==> config.mk <==
export PLATFORM = sky130hd
export DESIGN_NAME = sdram_rd_seq
export DESIGN_NICKNAME = d
export VERILOG_FILES = /design/src/rtl/sdram_rd_pkg.sv /design/src/rtl/sdr_gap_timer.sv /design/src/rtl/sdr_cmd_fsm.sv /design/src/rtl/sdr_rd_capture.sv /design/src/rtl/sdram_rd_seq.sv
export SDC_FILE = /design/constraint.sdc
export NUM_CORES = 1
export LEC_CHECK = 0
export ABC_AREA = 1
export BUFFER_PORTS_ARGS = -buffer_cell sky130_fd_sc_hd__buf_2
export CORE_UTILIZATION = 40
export CTS_BUF_LIST = sky130_fd_sc_hd__clkbuf_8 sky130_fd_sc_hd__clkbuf_16
export CTS_CLUSTER_DIAMETER = 150
export DETAILED_ROUTE_END_ITERATION = 6
export PLACE_DENSITY = 0.66
export SLEW_MARGIN = 20
export SYNTH_ARGS = -nofsm -noshare
export SYNTH_HDL_FRONTEND = slang
export SYNTH_SLANG_ARGS = --single-unit
==> constraint.sdc <==
create_clock -name clk -period 1.75 [get_ports clk]
set_input_delay 0.0875 -clock clk [delete_from_list [all_inputs] [get_ports clk]]
set_output_delay 0.0875 -clock clk [all_outputs]
set_load 0.03 [all_outputs]
==> src/rtl/sdram_rd_pkg.sv <==
// Shared types and helpers for the single-word SDRAM read sequencer.
// Assumes command encodings follow the usual {cs_n,ras_n,cas_n,we_n} map.
package sdram_rd_pkg;

    typedef enum logic [3:0] {
        CMD_NOP = 4'b0111,
        CMD_ACT = 4'b0011,
        CMD_RD  = 4'b0101,
        CMD_PRE = 4'b0010
    } sd_cmd_e;

    typedef enum logic [1:0] {
        ST_IDLE,
        ST_RCD,
        ST_CAS,
        ST_RAS
    } seq_st_e;

    // Address bit that selects auto precharge / all-bank precharge.
    localparam int unsigned AP_BIT = 10;

    // Timer slots in the timer bank of the top module.
    localparam int unsigned TMR_RCD = 0;
    localparam int unsigned TMR_RAS = 1;
    localparam int unsigned TMR_RC  = 2;
    localparam int unsigned TMR_RP  = 3;
    localparam int unsigned TMR_CAS = 4;
    localparam int unsigned TMR_N   = 5;

    // Cycles needed to cover t_ps at clock period clk_ps, rounded up, at least 1.
    function automatic int unsigned span_cycles(int unsigned t_ps, int unsigned clk_ps);
        int unsigned c;
        c = (t_ps + clk_ps - 1) / clk_ps;
        return (c == 0) ? 1 : c;
    endfunction

endpackage

==> src/rtl/sdr_gap_timer.sv <==
// Down-counter that enforces a minimum gap of SPAN clock edges.
// After `start` on edge E, `expired` is high again from edge E+SPAN onward.
// Assumes SPAN >= 1.
module sdr_gap_timer #(
    parameter int unsigned SPAN = 2
) (
    input  logic clk,
    input  logic rst_n,
    input  logic start,
    output logic expired
);
    localparam int unsigned LOADV = SPAN - 1;
    localparam int unsigned CW    = (LOADV < 2) ? 1 : $clog2(LOADV + 1);

    logic [CW-1:0] cnt_q;

    // Load on start, otherwise count down to zero and hold.
    always_ff @(posedge clk) begin
        if (!rst_n)
            cnt_q <= '0;
        else if (start)
            cnt_q <= CW'(LOADV);
        else if (cnt_q != '0)
            cnt_q <= cnt_q - CW'(1);
    end

    assign expired = (cnt_q == '0);
endmodule

==> src/rtl/sdr_cmd_fsm.sv <==
// Command sequencer: ACTIVE -> READ (auto precharge off) -> capture -> PRECHARGE.
// Every step is gated by the timer flags it receives. Outputs are registered.
// Assumes COL_W <= AP_BIT and ROW_W <= ADDR_W.
module sdr_cmd_fsm
    import sdram_rd_pkg::*;
#(
    parameter int unsigned BANK_W = 2,
    parameter int unsigned ROW_W  = 12,
    parameter int unsigned COL_W  = 9,
    parameter int unsigned ADDR_W = 12
) (
    input  logic              clk,
    input  logic              rst_n,
    input  logic              req_valid,
    input  logic [BANK_W-1:0] req_bank,
    input  logic [ROW_W-1:0]  req_row,
    input  logic [COL_W-1:0]  req_col,
    input  logic [TMR_N-1:0]  tmr_zero,
    output logic              req_ready,
    output logic [TMR_N-1:0]  tmr_start,
    output logic              cap_en,
    output sd_cmd_e           cmd_q,
    output logic [BANK_W-1:0] ba_q,
    output logic [ADDR_W-1:0] addr_q
);
    seq_st_e           st_q;
    logic [BANK_W-1:0] bank_q;
    logic [COL_W-1:0]  col_q;
    logic              accept, issue_rd, data_now, issue_pre;

    // Step decisions from the current state and the timer flags.
    always_comb begin
        req_ready = (st_q == ST_IDLE) && tmr_zero[TMR_RP] && tmr_zero[TMR_RC];
        accept    = req_valid && req_ready;
        issue_rd  = (st_q == ST_RCD) && tmr_zero[TMR_RCD];
        data_now  = (st_q == ST_CAS) && tmr_zero[TMR_CAS];
        issue_pre = tmr_zero[TMR_RAS] && (data_now || (st_q == ST_RAS));
        cap_en    = data_now;
        tmr_start = '0;
        tmr_start[TMR_RCD] = accept;
        tmr_start[TMR_RAS] = accept;
        tmr_start[TMR_RC]  = accept;
        tmr_start[TMR_RP]  = issue_pre;
        tmr_start[TMR_CAS] = issue_rd;
    end

    // State progression through one read.
    always_ff @(posedge clk) begin
        if (!rst_n)
            st_q <= ST_IDLE;
        else begin
            case (st_q)
                ST_IDLE: if (accept)   st_q <= ST_RCD;
                ST_RCD:  if (issue_rd) st_q <= ST_CAS;
                ST_CAS:  if (data_now) st_q <= issue_pre ? ST_IDLE : ST_RAS;
                default: if (issue_pre) st_q <= ST_IDLE;
            endcase
        end
    end

    // Hold the bank and column of the request in flight.
    always_ff @(posedge clk) begin
        if (!rst_n) begin
            bank_q <= '0;
            col_q  <= '0;
        end else if (accept) begin
            bank_q <= req_bank;
            col_q  <= req_col;
        end
    end

    // Registered command bus, NOP in every slot without a command.
    always_ff @(posedge clk) begin
        if (!rst_n) begin
            cmd_q  <= CMD_NOP;
            ba_q   <= '0;
            addr_q <= '0;
        end else if (accept) begin
            cmd_q  <= CMD_ACT;
            ba_q   <= req_bank;
            addr_q <= ADDR_W'(req_row);
        end else if (issue_rd) begin
            cmd_q  <= CMD_RD;
            ba_q   <= bank_q;
            addr_q <= ADDR_W'(col_q);
        end else if (issue_pre) begin
            cmd_q  <= CMD_PRE;
            ba_q   <= bank_q;
            addr_q <= '0;
        end else begin
            cmd_q  <= CMD_NOP;
        end
    end
endmodule

==> src/rtl/sdr_rd_capture.sv <==
// Registers the read word on the capture edge and raises a one-cycle done pulse.
// Assumes DQ is valid around the edge on which cap_en is high.
module sdr_rd_capture #(
    parameter int unsigned DQ_W = 16
) (
    input  logic            clk,
    input  logic            rst_n,
    input  logic            cap_en,
    input  logic [DQ_W-1:0] dq,
    output logic            done,
    output logic [DQ_W-1:0] data
);
    // Sample DQ and pulse done for exactly one cycle.
    always_ff @(posedge clk) begin
        if (!rst_n) begin
            done <= 1'b0;
            data <= '0;
        end else begin
            done <= cap_en;
            if (cap_en)
                data <= dq;
        end
    end
endmodule

==> src/rtl/sdram_rd_seq.sv <==
// Top of the single-word SDRAM read sequencer. Converts picosecond minimums to
// cycle counts, runs one gap timer per constraint and drives the command bus.
// Assumes burst length 1 and that mode/refresh/init are handled elsewhere.
module sdram_rd_seq
    import sdram_rd_pkg::*;
#(
    parameter int unsigned CLK_PS  = 7500,
    parameter int unsigned TRCD_PS = 15000,
    parameter int unsigned TRAS_PS = 37000,
    parameter int unsigned TRP_PS  = 15000,
    parameter int unsigned TRC_PS  = 60000,
    parameter int unsigned CAS_LAT = 2,
    parameter int unsigned BANK_W  = 2,
    parameter int unsigned ROW_W   = 12,
    parameter int unsigned COL_W   = 9,
    parameter int unsigned ADDR_W  = 12,
    parameter int unsigned DQ_W    = 16
) (
    input  logic              clk,
    input  logic              rst_n,
    input  logic              req_valid,
    output logic              req_ready,
    input  logic [BANK_W-1:0] req_bank,
    input  logic [ROW_W-1:0]  req_row,
    input  logic [COL_W-1:0]  req_col,
    output logic              done,
    output logic [DQ_W-1:0]   done_data,
    output logic              sd_cke,
    output logic              sd_cs_n,
    output logic              sd_ras_n,
    output logic              sd_cas_n,
    output logic              sd_we_n,
    output logic [BANK_W-1:0] sd_ba,
    output logic [ADDR_W-1:0] sd_addr,
    output logic              sd_dqm,
    input  logic [DQ_W-1:0]   sd_dq
);
    localparam int unsigned TRCD_CYC = span_cycles(TRCD_PS, CLK_PS);
    localparam int unsigned TRAS_CYC = span_cycles(TRAS_PS, CLK_PS);
    localparam int unsigned TRP_CYC  = span_cycles(TRP_PS, CLK_PS);
    localparam int unsigned TRC_CYC  = span_cycles(TRC_PS, CLK_PS);
    localparam int unsigned CAP_CYC  = CAS_LAT + 1;
    localparam int unsigned SPANS [TMR_N] = '{TRCD_CYC, TRAS_CYC, TRC_CYC, TRP_CYC, CAP_CYC};

    logic [TMR_N-1:0] tmr_start, tmr_zero;
    logic             cap_en;
    sd_cmd_e          cmd_q;

    // One gap timer per timing constraint.
    for (genvar i = 0; i < TMR_N; i++) begin : g_tmr
        sdr_gap_timer #(.SPAN(SPANS[i])) u_tmr (
            .clk     (clk),
            .rst_n   (rst_n),
            .start   (tmr_start[i]),
            .expired (tmr_zero[i])
        );
    end

    sdr_cmd_fsm #(
        .BANK_W (BANK_W),
        .ROW_W  (ROW_W),
        .COL_W  (COL_W),
        .ADDR_W (ADDR_W)
    ) u_fsm (
        .clk       (clk),
        .rst_n     (rst_n),
        .req_valid (req_valid),
        .req_bank  (req_bank),
        .req_row   (req_row),
        .req_col   (req_col),
        .tmr_zero  (tmr_zero),
        .req_ready (req_ready),
        .tmr_start (tmr_start),
        .cap_en    (cap_en),
        .cmd_q     (cmd_q),
        .ba_q      (sd_ba),
        .addr_q    (sd_addr)
    );

    sdr_rd_capture #(.DQ_W(DQ_W)) u_cap (
        .clk    (clk),
        .rst_n  (rst_n),
        .cap_en (cap_en),
        .dq     (sd_dq),
        .done   (done),
        .data   (done_data)
    );

    // Split the command code onto the strobe pins; CKE and DQM are static.
    assign sd_cs_n  = cmd_q[3];
    assign sd_ras_n = cmd_q[2];
    assign sd_cas_n = cmd_q[1];
    assign sd_we_n  = cmd_q[0];
    assign sd_cke   = 1'b1;
    assign sd_dqm   = 1'b0;
endmodule

==> reports/results.env, run 1 <==
FIN_CRIT_NS=1.60
ANTENNA_VIOLATING_NETS_POST_ROUTE=0
OUTCOME='finished clean'
INITIALDRTVIOLATIONCOUNT=103
CLKTRANSATPATHREGS_NS=0.07
SETUP_VIOL=0
POST_SYNTHESIS_AREA_PER_INSTANCE_UM2=7.35
WORST_IR_DROP_VDD_mV=0.649
DRC_ERRORS=0
PORT-BUFFER-COUNT=76
TRITONCTS='done'
CP_MAX_FO=4
CRITPATHREQUIREDTIME_NS=1.66
YOSYS-TOP-CELLS-COUNT='nor2_1, dfxtp_1, nand2_1'
ROOT_BUFFER_CELL='clkbuf_8'
FILLER_CELL_COUNT_IN_THE_FINAL_LAYOUT=527
GLOBAL_ROUTE.OVERFLOW_TOTAL=0
CRIT_ARRIVAL_NS=1.52
GRT_PASS1_WL_UM=9140
GRT_SETUP_UNREPAIRED='no'
POST_ROUTE_CELLS_DRIVE_ABOVE_1_SHARE_PCT=27.2
DP.CELLS=467
SYNTH_CELL_TYPES=27
SHARE_COMB_OF_TOTAL_POWER_PCT=41.8
SETUP.WORST_PATH.END_CLASS='output pin'
GRT.MET1_USAGE_PCT=23.2
CLOCK.FMAX_MHz=624
POST-SYNTH-TOP-COUNT-CELL='nor2_1'
ROUTEDWLPERCELL_UM=10.9
INITIAL_ANTENNA_VIOLATION_COUNT=0
CLOCK_POWER_SHARE_PCT=23.3
YS_TOP_CELLS_BY_AREA='dfxtp_1, nor2_1, nand2_1'
GR-USAGE-MET3_PCT=5.94
GLOBALROUTETOTALUTIL_PCT=18.8
NUMCLOCKSINKS=57
WHS_PATH_DEPTH=3
INTERNAL_POWER_uW=3090
GRTUSAGEMET2_PCT=29.2
COUNT_OF_INSERTED_ANTENNA_DIODE_CELLS=0
TIMING.FINAL.HOLD_VIOLATIONS=0
START_KIND='flip-flop'
SYNTH_AREA_LEADER_CELL='dfxtp_1'
DESIGN.FINAL.NETS=470
VIAS_CELL=4.55
SETUP_TOTAL_NEGATIVE_SLACK_NS=0
PRE_CTS_SLACK_NS=0.115
SYNTHCELLS=327
FF2FF_PATH_DEPTH=6
GR-MAX-USAGE-LAYER='met2'
DETAILED_PLACE_HPWL_UM=3620
SEQ_POWER_SHARE_PCT=34.9
COREAREA_MM2=0.00564
PATH_TYPE_OF_THE_WORST_SETUP_PATH='flip-flop to output pin'
POWER_DENSITY_mW_PER_MM2=1620
MIN_PATH_TYPE='input pin to flip-flop'
MAX_CAP_VIOL_COUNT=0
FIN_CELLS=499
CLOCK-SKEW-FINAL_NS=0.00860
HOLD_SLACK_NS=0.00420
CLOCK_BUFFER_DEPTH=2
TRITONCTS.NUM_BUFFERS=9
FINAL_MAX_SLEW_VIOL_COUNT=0
GRT_START_MAX_NET_PINS=38
NUM_IO_PINS=80
POSTSYNTHREGISTERBITS=57
DIE-AREA_MM2=0.00633
WORSTHOLDSTART='sd_dq[4]'
INITIAL_CELL_DENSITY_OF_THE_CORE_PCT=42.6
POST_CTS_SETUP_BUFFER_COUNT=0
CTSHTREEMAXLEVEL=3
DETAIL_ROUTE.FIRST_PASS.ITERATIONS=4
NUMBER_OF_GLOBAL_ROUTE_VIAS_BEFORE_REPAIR=2101
WORST_REG2REG_SETUP_SLACK_NS=0.17
YOSYS_WARNINGS=0
CLK_LATENCY_NS=0.33
P_SWITCHING_uW=2120
SYNTH_LARGEST_TYPE_AREA_FRACTION_PCT=47.5
POST-ROUTE-WORST-SETUP-SLACK_NS=0.146
SYNTH_EDF_COUNT=0
SYNTH_ASYNC_RESET_RATIO_PCT=0
DRT_WL_TOTAL_UM=5420
DOMINANTREGCELLSYNTH='dfxtp_1'
DETAILROUTE.VIA_COUNT=2268
STATIC-LEAKAGE-POWER_uW=0.00159
FLOORPLAN.ROWS=27
YOSYSSEQAREASHARE_PCT=47.5
PLACE.GP.CONGESTION=0.765
SYN-CELL-AREA_MM2=0.00240
HOLD_PATH_END='u_cap.data[4]'
FINAL_CLOCK_PERIOD_UTILIZATION_BY_THE_WORST_PATH_PCT=91.6
AREA.GROWTH.SYNTH_TO_FINAL_PCT=33.4
CRIT-REG2REG-LAUNCH='g_tmr[1].u_tmr.cnt_q[0]'
DIE_HEIGHT_UM=79.5
SWITCHING_SHARE_PCT=40.7
DIEWIDTH_UM=79.5
R2R_ENDPOINT='u_fsm.addr_q[11]'
## cell type report
cell class | instances | area [um2] | area share (%)
Tap cell | 72 | 90.1 | 2.81
Inverter | 39 | 146 | 4.56
Multi-Input combinational cell | 212 | 1000 | 31.2
Timing Repair Buffer | 104 | 636 | 19.8
Sequential cell | 57 | 1140 | 35.6
Clock inverter | 4 | 43.8 | 1.37
Clock buffer | 11 | 151 | 4.72
## power groups by stage
stage          sequential, uW  combinational, uW  clock [uW]
6_report                 1820               2180        1220
5_1_grt                  1850               2450        1300
4_1_cts                  1820               2170        1240
3_5_place_dp             1840               2130           0
3_3_place_gp             1840               2100           0
2_1_floorplan            2250               1210           0
## flip-flops by register name (all words and copies together), names as in the netlist
name and cells:
u_cap.done 1, u_fsm.addr_q 12, u_fsm.st_q 2, g_tmr.u_tmr.cnt_q 10
u_fsm.ba_q 2, u_fsm.bank_q 2, u_fsm.cmd_q 3, u_cap.data 16
u_fsm.col_q 9
## how the worst max path moves through the flow
stage | start | to | slack [ns]
final | g_tmr[2].u_tmr.cnt_q[0] | req_ready | 0.15
after global routing | g_tmr[2].u_tmr.cnt_q[0] | u_fsm.ba_q[1] | 0.004
after CTS | g_tmr[2].u_tmr.cnt_q[0] | req_ready | 0.06
after detailed placement | g_tmr[1].u_tmr.cnt_q[0] | u_fsm.addr_q[10] | 0.11
after global placement | g_tmr[1].u_tmr.cnt_q[0] | u_fsm.addr_q[11] | 0.10
after floorplan | g_tmr[2].u_tmr.cnt_q[0] | u_fsm.ba_q[0] | 0.08
## repair_timing
| item | in CTS | in global routing |
|---|---|---|
| hold buffers | 17 | 0 |
| resized for setup | 0 | 4 |
| setup endpoints to repair | 0 | 7 |
| hold endpoints to repair | 17 | 0 |
## metal layers
layer / vias to the layer above / part of all wire [%]
met4: 0 / 1.7
met2: 56 / 46
li1: 1204 / -
met5: - / 0
met3: 10 / 5.2
met1: 998 / 47
## critical path: stages, from the launching register on
cell and delay (ns):
dfxtp_1 0.31, inv_1 0.09, ha_1 0.15, inv_1 0.04, nor2_2 0.10, buf_4 0.14, inv_1 0.05, nor2_2 0.12
buf_4 0.18
## stage by stage
stage               utilization [%]  total power, uW  cell area, um2
floorplan                         -             3450            2410
global placement               50.3             3940            2840
detailed placement             50.3             3970            2840
CTS                            56.7             5230            3200
global route                   56.9             5600            3210
finish                         56.9             5210            3210
## cells by family after synthesis
logic type                 after synthesis  share of synthesized area, %
AOI/OAI and AO/OA                       39                          8.22
xor gates and xnor gates                 1                         0.364
adders and majority gates                5                          2.60
buffers and inverters                   59                          11.3
DFF                                     57                          47.5
other                                    2                         0.312
and+or+nand+nor                        164                          29.7
## layout by cell type, fill, tap and decap left out, types with 2 or more instances in the layout
cell           instances
dlygate4sd3_1         17
ha_1                   4
clkinv_2               2
inv_2                  2
dfxtp_1               57
a21oi_1               16
nand3_1               16
nand2_2                2
o21ai_0               22
nand2_1               50
nand4_1               12
conb_1                 3
nor2_2                 5
inv_1                 37
buf_4                 12
clkbuf_8              11
nor2_1                74
buf_2                 75
Note: power is estimated with default switching activity, not from simulation.
==> inputs of run 2 (changes only) <==
==> constraint.sdc (replaced) <==
create_clock -name clk -period 1.5 [get_ports clk]
set_input_delay 0.075 -clock clk [delete_from_list [all_inputs] [get_ports clk]]
set_output_delay 0.075 -clock clk [all_outputs]
set_load 0.03 [all_outputs]
==> reports/results.env, run 2 (synthesis results as in run 1) <==
ANTENNA_VIOLATING_NETS_POST_ROUTE=0
MAX_CAP_VIOL_COUNT=0
SETUP.WORST_PATH.END_CLASS='output pin'
DIE_HEIGHT_UM=79.5
CRIT_ARRIVAL_NS=1.38
DRC_ERRORS=0
R2R_ENDPOINT='u_fsm.ba_q[0]'
GRT_PASS1_WL_UM=9760
CRITPATHREQUIREDTIME_NS=1.42
REGISTER_WITH_THE_MOST_FLIP_FLOPS='u_cap.data'
DETAILROUTE.VIA_COUNT=2389
DESIGN.FINAL.NETS=490
INTERNAL_POWER_uW=3920
CRITICAL_PATH.CELL_CHAIN='inv_2 -> ha_4 -> inv_2 -> nor2_4 -> buf_6 -> inv_4 -> nor2_4 -> buf_6'
CP_MAX_FO=2
CLOCK.FMAX_MHz=685
PLACE.GP.CONGESTION=0.762
MIN_PATH_TYPE='input pin to flip-flop'
COREAREA_MM2=0.00564
P_SWITCHING_uW=2660
FINALPOWER_uW=6570
TRITONCTS.NUM_BUFFERS=9
FF2FF_PATH_DEPTH=12
GRT_SETUP_UNREPAIRED='yes'
BIGGEST_REGISTERS_AFTER_LAYOUT='u_cap.data x16, u_fsm.addr_q x12, g_tmr.u_tmr.cnt_q x10'
NUMBER_OF_GLOBAL_ROUTE_VIAS_BEFORE_REPAIR=2172
COUNT_OF_INSERTED_ANTENNA_DIODE_CELLS=0
WORSTHOLDSTART='sd_dq[14]'
GLOBALROUTETOTALUTIL_PCT=20.2
CTSHTREEMAXLEVEL=3
DETAILED_PLACE_HPWL_UM=3720
WORST_REG2REG_SETUP_SLACK_NS=0.09
WHS_PATH_DEPTH=3
CLOCK_POWER_SHARE_PCT=21.5
GRT_START_MAX_NET_PINS=38
CP_SLOWEST_STAGE_DELAY_NS=0.33
PATH_TYPE_OF_THE_WORST_SETUP_PATH='flip-flop to output pin'
PORT-BUFFER-COUNT=76
HOLD_PATH_END='u_cap.data[14]'
FLIP_FLOP_COUNT_OF_THE_LARGEST_REGISTER_AFTER_LAYOUT=16
CLKTRANSATPATHREGS_NS=0.06
FINAL_CLOCK_PERIOD_UTILIZATION_BY_THE_WORST_PATH_PCT=97.3
CLK_LATENCY_NS=0.33
AREA.GROWTH.SYNTH_TO_FINAL_PCT=43.8
TIMING.CRITICAL_PATH.SLOWEST_STAGE_CELL='dfxtp_2'
FIN_CRIT_NS=1.46
FIN_CELLS=519
SETUP_VIOL=0
SEQ_POWER_SHARE_PCT=32.8
DRT_WL_TOTAL_UM=5970
POWER_DENSITY_mW_PER_MM2=1900
ROUTEDWLPERCELL_UM=11.5
VIAS_CELL=4.60
FINAL_COMMON_CELL='buf_2'
LAYOUT.CELLS.MOST_COMMON_LIST='buf_2, nor2_1, dfxtp_1'
FILLER_CELL_COUNT_IN_THE_FINAL_LAYOUT=507
DP.CELLS=471
INITIALDRTVIOLATIONCOUNT=76
TRITONCTS='done'
DETAIL_ROUTE.FIRST_PASS.ITERATIONS=4
ROOT_BUFFER_CELL='clkbuf_8'
CLOCK-SKEW-FINAL_NS=0.00607
CRIT-REG2REG-LAUNCH='g_tmr[2].u_tmr.cnt_q[1]'
FLOORPLAN.ROWS=27
INITIAL_ANTENNA_VIOLATION_COUNT=0
NUMCLOCKSINKS=57
SWITCHING_SHARE_PCT=40.4
OUTCOME='finished clean'
SHARE_COMB_OF_TOTAL_POWER_PCT=45.8
FINAL_MAX_SLEW_VIOL_COUNT=0
STATIC-LEAKAGE-POWER_uW=0.00169
HOLD_SLACK_NS=0.0189
TIMING.FINAL.HOLD_VIOLATIONS=0
NUM_IO_PINS=80
POST_ROUTE_CELLS_DRIVE_ABOVE_1_SHARE_PCT=30.4
INITIAL_CELL_DENSITY_OF_THE_CORE_PCT=42.6
GLOBAL_ROUTE.OVERFLOW_TOTAL=0
CLOCK_BUFFER_DEPTH=2
WORST_IR_DROP_VDD_mV=0.849
START_KIND='flip-flop'
DIE-AREA_MM2=0.00633
DIEWIDTH_UM=79.5
## run 2: cell types whose count changed in the layout (fill, tap and decap cells not counted), moves of 2 or more
cell	previous run	this run
buf_6	0	5
inv_4	0	2
inv_1	37	33
dfxtp_1	57	54
ha_4	0	2
dlygate4sd3_1	17	26
dfxtp_2	0	3
inv_2	2	4
nor2_4	1	3
buf_4	12	18
## run 2: critical path: cells and delay by family (launching register included)
family	cells	cell delay, ns
buf+inv	5	0.40
flops	1	0.33
simple gates	2	0.20
fa+ha+maj	1	0.13
## run 2: repair_timing
item / CTS / global route
pin swaps: 3 / 4
resized for setup: 13 / 12
hold endpoints to repair: 26 / 0
endpoints found under the setup margin: 2 / 32
buffers inserted: 4 / 3
hold buffers: 26 / 0
gates cloned: 0 / 0
## run 2: power by group through the flow
stage / combinational, uW / clock, uW / sequential [uW]
after floorplan: 1420 / 0 / 2620
after global placement: 2510 / 0 / 2150
after detailed placement: 2550 / 0 / 2160
after CTS: 2810 / 1450 / 2140
after global routing: 3330 / 1530 / 2200
final: 3010 / 1410 / 2150
## run 2: worst max-delay path by stage
stage	depth (start not counted)	start	slack (ns)	to
finish	8	g_tmr[2].u_tmr.cnt_q[0]	0.04	req_ready
detailed placement	7	g_tmr[1].u_tmr.cnt_q[0]	0.04	u_fsm.addr_q[5]
floorplan	10	g_tmr[2].u_tmr.cnt_q[0]	0.01	u_fsm.ba_q[0]
CTS	8	g_tmr[2].u_tmr.cnt_q[1]	0.007	req_ready
global route	8	g_tmr[2].u_tmr.cnt_q[0]	-0.02	req_ready
global placement	7	g_tmr[1].u_tmr.cnt_q[0]	0.07	u_fsm.addr_q[3]
## run 2: cell type report
cell class | instances | area (um2) | share of cell area (%)
well taps | 72 | 90.1 | 2.61
multi-input cells | 212 | 1050 | 30.3
clock inverters | 4 | 43.8 | 1.27
flip-flops and latches | 57 | 1140 | 33.1
repair buffers | 124 | 827 | 23.9
inverters | 39 | 151 | 4.38
clock buffers | 11 | 151 | 4.38
## run 2: metal layers
layer	routed length [um]	global-route usage (%)	vias to the layer above	part of all wire, %
met5	0	0	-	0
met2	2840	33.8	62	47
li1	-	-	1245	-
met4	136	8.00	0	2.3
met3	280	6.86	14	4.7
met1	2720	23.6	1068	46
## run 2: stage by stage
step / instance area (um2) / worst slack (ns) / util [%] / setup TNS [ns]
4_1_cts: 3390 / 0.00689 / 60.0 / 0
2_1_floorplan: 2410 / 0.0148 / - / 0
6_report: 3460 / 0.0411 / 61.3 / 0
5_1_grt: 3460 / -0.0190 / 61.3 / -0.0190
3_3_place_gp: 2870 / 0.0665 / 50.8 / 0
3_5_place_dp: 2870 / 0.0351 / 50.8 / 0
